`src/rtl/cbu_pkg.sv`:
```
package cbu_pkg;
  typedef enum logic [1:0] {
    OPC_IDLE   = 2'b00,
    OPC_CMP    = 2'b01,
    OPC_RESULT = 2'b10,
    OPC_BRTEST = 2'b11
  } op_class_e;

  localparam logic [1:0] CODE_EQ  = 2'b00;
  localparam logic [1:0] CODE_GT  = 2'b01;
  localparam logic [1:0] CODE_LT  = 2'b10;
  localparam logic [1:0] COND_ANY = 2'b11;
endpackage

```
`src/rtl/cbu_compare.sv`:
```
module cbu_compare #(
  parameter int DATA_W = 8
) (
  input  logic [DATA_W-1:0] lhs,
  input  logic [DATA_W-1:0] rhs,
  input  logic              logical,
  output logic [1:0]        code
);
  import cbu_pkg::*;
  localparam int MSB = DATA_W - 1;

  // Flipping the top bit maps two's-complement order onto unsigned order,
  // so one magnitude comparator serves both modes.
  logic [DATA_W-1:0] lhs_k, rhs_k;
  always_comb begin
    lhs_k      = lhs;
    rhs_k      = rhs;
    lhs_k[MSB] = lhs[MSB] ^ ~logical;
    rhs_k[MSB] = rhs[MSB] ^ ~logical;
    if (lhs_k == rhs_k)     code = CODE_EQ;
    else if (lhs_k > rhs_k) code = CODE_GT;
    else                    code = CODE_LT;
  end
endmodule

```
`src/rtl/cbu_classify.sv`:
```
module cbu_classify #(
  parameter int DATA_W = 8
) (
  input  logic [DATA_W-1:0] value,
  output logic [1:0]        code
);
  import cbu_pkg::*;
  always_comb begin
    if (value == '0)          code = CODE_EQ;
    else if (value[DATA_W-1]) code = CODE_LT;
    else                      code = CODE_GT;
  end
endmodule

```
`src/rtl/cbu_cond_test.sv`:
```
module cbu_cond_test (
  input  logic [1:0] code,
  input  logic [1:0] field,
  input  logic       invert,
  output logic       take
);
  import cbu_pkg::*;
  logic match;
  always_comb begin
    match = (code == field);
    if (field == COND_ANY) take = 1'b1;
    else                   take = match ^ invert;
  end
endmodule

```
`src/rtl/cond_branch_unit.sv`:
```
module cond_branch_unit #(
  parameter int DATA_W = 8
) (
  input  logic              clk,
  input  logic              rst,
  input  logic [1:0]        op_class,
  input  logic [DATA_W-1:0] opnd_a,
  input  logic [DATA_W-1:0] opnd_b,
  input  logic              cmp_logical,
  input  logic [1:0]        cond_sel,
  input  logic              cond_ne,
  output logic [1:0]        cc_q,
  output logic              cc_wr,
  output logic              br_taken
);
  import cbu_pkg::*;

  op_class_e  opc;
  logic [1:0] cmp_code, res_code;
  logic       take_now;

  assign opc = op_class_e'(op_class);

  cbu_compare #(.DATA_W(DATA_W)) u_cmp (
    .lhs(opnd_a), .rhs(opnd_b), .logical(cmp_logical), .code(cmp_code)
  );

  cbu_classify #(.DATA_W(DATA_W)) u_cls (
    .value(opnd_a), .code(res_code)
  );

  cbu_cond_test u_test (
    .code(cc_q), .field(cond_sel), .invert(cond_ne), .take(take_now)
  );

  always_ff @(posedge clk) begin
    if (rst) begin
      cc_q     <= CODE_EQ;
      cc_wr    <= 1'b0;
      br_taken <= 1'b0;
    end else begin
      cc_wr    <= 1'b0;
      br_taken <= 1'b0;
      unique case (opc)
        OPC_CMP: begin
          cc_q  <= cmp_code;
          cc_wr <= 1'b1;
        end
        OPC_RESULT: begin
          cc_q  <= res_code;
          cc_wr <= 1'b1;
        end
        OPC_BRTEST: br_taken <= take_now;
        default: ;
      endcase
    end
  end

  // Code register guards
  assert_code_legal_R5: assert property (@(posedge clk) disable iff (rst)
    cc_q != 2'b11);
  assert_code_hold_R7: assert property (@(posedge clk) disable iff (rst)
    (op_class == 2'b00 || op_class == 2'b11) |=> $stable(cc_q));
  assert_wr_pulse_R6: assert property (@(posedge clk) disable iff (rst)
    (op_class == 2'b01 || op_class == 2'b10) |=> cc_wr);
  assert_wr_quiet_R6: assert property (@(posedge clk) disable iff (rst)
    (op_class == 2'b00 || op_class == 2'b11) |=> !cc_wr);
  assert_cmp_equal_R2: assert property (@(posedge clk) disable iff (rst)
    (op_class == 2'b01 && opnd_a == opnd_b) |=> cc_q == 2'b00);
  assert_zero_result_R4: assert property (@(posedge clk) disable iff (rst)
    (op_class == 2'b10 && opnd_a == '0) |=> cc_q == 2'b00);

  // Branch decision guards
  assert_always_taken_R8: assert property (@(posedge clk) disable iff (rst)
    (op_class == 2'b11 && cond_sel == 2'b11) |=> br_taken);
  assert_eq_sense_R9: assert property (@(posedge clk) disable iff (rst)
    (op_class == 2'b11 && cond_sel != 2'b11 && !cond_ne)
      |=> (br_taken == ($past(cc_q) == $past(cond_sel))));
  assert_no_branch_R11: assert property (@(posedge clk) disable iff (rst)
    (op_class != 2'b11) |=> !br_taken);
endmodule

```
`config.mk`:
```
export PLATFORM = sky130hd
export DESIGN_NAME = cond_branch_unit
export DESIGN_NICKNAME = d
export VERILOG_FILES = /design/src/rtl/cbu_pkg.sv /design/src/rtl/cbu_compare.sv /design/src/rtl/cbu_classify.sv /design/src/rtl/cbu_cond_test.sv /design/src/rtl/cond_branch_unit.sv
export SDC_FILE = /design/constraint.sdc
export NUM_CORES = 1
export LEC_CHECK = 0
export BUFFER_PORTS_ARGS = -buffer_cell sky130_fd_sc_hd__buf_2
export CORE_UTILIZATION = 35
export DETAILED_ROUTE_END_ITERATION = 12
export PLACE_DENSITY = 0.66
export SYNTH_ARGS = -nofsm -noshare
export SYNTH_HDL_FRONTEND = slang
export SYNTH_SLANG_ARGS = --single-unit
```
`constraint.sdc`:
```
create_clock -name clk -period 2.35 [get_ports clk]
set_input_delay 0.3525 -clock clk [delete_from_list [all_inputs] [get_ports clk]]
set_output_delay 0.3525 -clock clk [all_outputs]
set_load 0.1 [all_outputs]
```
After elaboration in Yosys (flattened, before gate mapping)

Cells that the tools add are included.

Order comparisons: 1
Equal/unequal tests: 6
Mux-type cells: 7
Bitwise logic cells: 5
Reduce and logical (&&, ||, !) cells: 4

Operators by type and width:

| kind                 | number |
|---|---|
| $eq A8 B8 Y1         | 1 |
| $gt A8 B8 Y1         | 1 |
| $logic_not A8 Y1     | 1 |
| $mux W2              | 4 |
| $eq A2 B2 Y1 const B | 3 |
| $pmux W2 S2          | 1 |
| $reduce_or A2 Y1     | 2 |
| $xor A1 B1 Y1        | 3 |
| $eq A2 B1 Y1 const B | 1 |
| $eq A2 B2 Y1         | 1 |
| $mux W1              | 2 |
| $not A1 Y1           | 2 |
| $reduce_bool A2 Y1   | 1 |

Register bits: 4
Input port bits: 24
Output and inout bits: 4
Word-level logic and storage cells: 26

Longest topological paths before layout

Depth after elaboration: 6
Gate-level depth with buffers: 7
Mapped depth without buffers: 7

By module

Synthesis repeated with hierarchy kept, for this count alone.

Cells, all modules: 61
Area total of the unflattened synthesis: 498.0 um^2

By module, submodules not included:

| module           | instances | cells an instance | area an instance (um^2) | seq. area each (um^2) |
|---|---|---|---|---|
| cbu_compare      | 1         | 30                | 226.5                   | 0.0 |
| cond_branch_unit | 1         | 16                | 172.7                   | 80.1 |
| cbu_cond_test    | 1         | 11                | 72.6                    | 0.0 |
| cbu_classify     | 1         | 4                 | 26.3                    | 0.0 |

Least setup slack after synthesis

OpenSTA, ideal clock, no wires.

Path type: input -> register
Start: input port cmp_logical
End: register cc_q[1]
Library setup time: 86 ps
Arrival: 1653 ps
Required time: 2264 ps
Slack: 610 ps
Cell stages on the path: 6
Path buffers: 0
Cells stage by stage: xor2_1 -> ha_1 -> nand4_1 -> nor2_1 -> or4_1 -> a221oi_2

Word-level cells in the longest chain between the ends: 6
Elaborated cells between the ends (all ways): 8
Those cells by class: order compare (1); eq/ne (1); mux (3); bitwise (3)

Ends and longest elaborated chain:

| item                             | RTL line                             | text |
|---|---|---|
| start, declared                  | cond_branch_unit.sv:9                | `input logic cmp_logical,` |
| $not A1 Y1 (*)                   | cbu_compare.sv:18, cbu_compare.sv:19 |  |
| $xor A1 B1 Y1 (on tied branches) | cbu_compare.sv:18, cbu_compare.sv:19 |  |
| $gt A8 B8 Y1                     | cbu_compare.sv:21                    | `else if (lhs_k > rhs_k) code = CODE_GT;` |
| $mux W2                          | cbu_compare.sv:21                    |  |
| $mux W2 (*)                      | cbu_compare.sv:20                    | `if (lhs_k == rhs_k) code = CODE_EQ;` |
| $pmux W2 S2 (*)                  | cond_branch_unit.sv:44               | `unique case (opc)` |
| end signal, assigned             | cond_branch_unit.sv:46               | `cc_q <= cmp_code;` |
| end signal, assigned             | cond_branch_unit.sv:50               | `cc_q <= res_code;` |
| end, declared                    | cond_branch_unit.sv:12               | `output logic [1:0] cc_q,` |

Mark *: on every way between the ends. The rest lies on a longest branch, timed or not.
A chain may end at the register's enable or synchronous reset.

Worst setup path in the final report

Same ends and word-level chain as after synthesis.

==> results.py <==
metrics = {
    "cts": {
        "clk_latency_ns": 0.23,
        "clock-root-buffer": "clkbuf_4",
        "cts_max_level": 1,
        "cts_tree": "yes",
        "cts_resized": 0,
        "cts_buffers": 3,
        "cts_sinks": 4,
        "hold_buffers": 0,
        "clk_pin_slew_worst_paths_ns": 0.04,
        "cts_setup_buffers": 0,
        "clockBufferDepth": 2,
    },
    "timing": {
        "fmax_mhz": 593,
        "fin_skew_ns": 0.000519,
        "post-route-period-util_pct": 71.7,
        "slew_headroom_pct": 67.4,
        "timing.hold.ws_ns": 0.333,
        "drv_slew": 0,
        "rsz0062_at_grt": "no",
        "hold_viol_final": 0,
        "worstMarginPinSlew_ns": 0.493,
        "setup-violations-final": 0,
        "layout_min_cycle_time_ns": 1.69,
        "tns_ns": 0,
    },
    "detailed_routing": {
        "firstDrtPassIters": 4,
        "dr_total_vias": 539,
        "postRouteAntennaNets": 0,
        "vias_per_cell": 5.04,
        "drt_wl_total_mm": 1.02,
        "wl_per_cell_um": 9.55,
        "drc": 0,
        "drtIter0Drc": 11,
    },
    "setup_path": {
        "critPathMaxFanout": 3,
        "crit_path_start_kind": "primary input",
        "setup.worst_path.end_class": "flop",
        "criticalPathCategory": "primary input to flop",
        "rrSetupSlack_ns": 1.39,
        "cp.required_ns": 2.50,
        "arrival_ns": 1.83,
    },
    "finish": {
        "nFillCells": 129,
        "seq_area_um2": 80.1,
        "drive_above_1_share_pct": 35.5,
        "mostFrequentLayoutCells": "buf_2 (27), inv_1 (13), ha_1 (10), a21oi_1 (7), nor2_1 (6)",
        "final_nets": 129,
        "n_antenna_cell": 0,
        "layout_commonest_cell": "buf_2",
        "multi_input_area_um2": 352,
        "area.growth.synth_to_final_pct": 36.5,
    },
    "yosys": {
        "yosysSeqAreaShare_pct": 16.7,
        "syn_inst": 63,
        "ys_ff_latch": 4,
        "syn_nets": 97,
        "synth.avg_cell_area_um2": 7.63,
        "ys_warn_count": 0,
        "syn_area_um2": 480,
        "ys_types": 22,
    },
    "power_and_ir_drop": {
        "power.leakage_nw": 0.361,
        "p_per_area_mw_per_mm2": 473,
        "ir_drop_v": 0.000306,
    },
    "global_routing": {
        "grt_use_total_pct": 17.5,
        "antenna_found_initial": 0,
        "grt_pass1_wl_mm": 1.87,
        "grt_start_max_net_pins": 6,
        "grt_pass1_vias": 502,
        "gr-total-overflow": 0,
    },
    "floorplan": {
        "initial_core_util_pct": 40.5,
        "core_mm2": 0.00119,
        "io_pins": 28,
        "placementRows": 12,
        "fp.dieH_um": 39.1,
        "dieArea_mm2": 0.00152,
        "chipWidth_um": 39.1,
    },
    "placement": {
        "place_hpwl_um": 895,
        "globalplace.congestion": 0.746,
        "io_buffers": 27,
    },
    "hold_path": {
        "hp-class": "primary input to flop",
    },
    "flow_run": {
        "cap_violations": 0,
    },
    "run_status": {
        "outcome": "complete, no violations",
    },
}
[area by class of cell]
cell class | count | share of cell area [%]
clock buffer | 3 | 3.44
inverter | 13 | 7.44
multi-input combinational | 46 | 53.6
sequential | 4 | 12.2
tap | 14 | 2.67
timing repair buffer | 27 | 20.6
[critical path, cell delays in order]
cell and delay, ns:
buf_2 0.11, xor2_1 0.15, ha_1 0.30, nand4_1 0.12
nor2_1 0.07, or4_1 0.51, a221oi_2 0.21
[layer usage]
layer / share of wire [%] / global-route usage, % / vias up
li1: - / - / 287
met1: 47 / 20.9 / 236
met2: 48 / 32.1 / 16
met3: 4.7 / 5.20 / 0
met4: 0 / 0 / 0
met5: 0 / 0 / -
[final timing paths]
kind / to / startpoint / depth (start not counted)
worst min register to register: cc_q[0] / cc_q[0] / 2
worst max register to register: br_taken / cc_q[1] / 5
worst min-delay path: cc_q[1] / rst / 2
worst max-delay path: cc_q[1] / cmp_logical / 7
[where the power goes]
part | internal, W | switching, W | leakage, nW
clock network | 0.0000570 | 0.0000256 | 0.0138
registers | 0.0000748 | 0.00000428 | 0.0331
logic | 0.0000516 | 0.0000967 | 0.314
total | 0.000183 | 0.000127 | 0.361
[logic make-up after synthesis]
kind of cell | after synthesis | synth area share (%)
compound gates | 17 | 24.5
simple gates | 17 | 19.0
buf+inv | 13 | 10.2
fa+ha+maj | 10 | 26.0
flops | 4 | 16.7
xor+xnor | 2 | 3.65
[state kept, by name (all words and copies together) (netlist names)]
name / flops
br_taken: 1
cc_q: 2
cc_wr: 1
[synth_stat cells (all sizes together)]
library cell	n	area share, %
or4	1	1.6
a221oi	2	4.9
xnor2	1	1.8
a31oi	2	2.6
o211ai	1	2.6
a311oi	1	1.8
a21oi	7	7.3
nand4	2	2.6
nor2	6	4.7
dfxtp	4	17
xor2	1	1.8
nor4	1	1.3
nor2b	2	4.2
inv	13	10
o311a	1	2.1
nor3	2	2.1
nand3	1	1.0
ha	10	26
o21ai	3	3.1
nand2	2	1.6
[per-stage QoR]
step                      utilization [%]  power [W]  setup WS (ns)  cells  area [um^2]
after global routing                 55.3   0.000336          0.568    107          656
final                                55.3   0.000310          0.664    107          656
after detailed placement             53.4   0.000229          0.422    104          633
after global placement               53.4   0.000228          0.446    104          633
after floorplan                         -   0.000187          0.610     63          480
after CTS                            55.3   0.000313          0.657    107          656
Power figures use the tool's default switching activity.
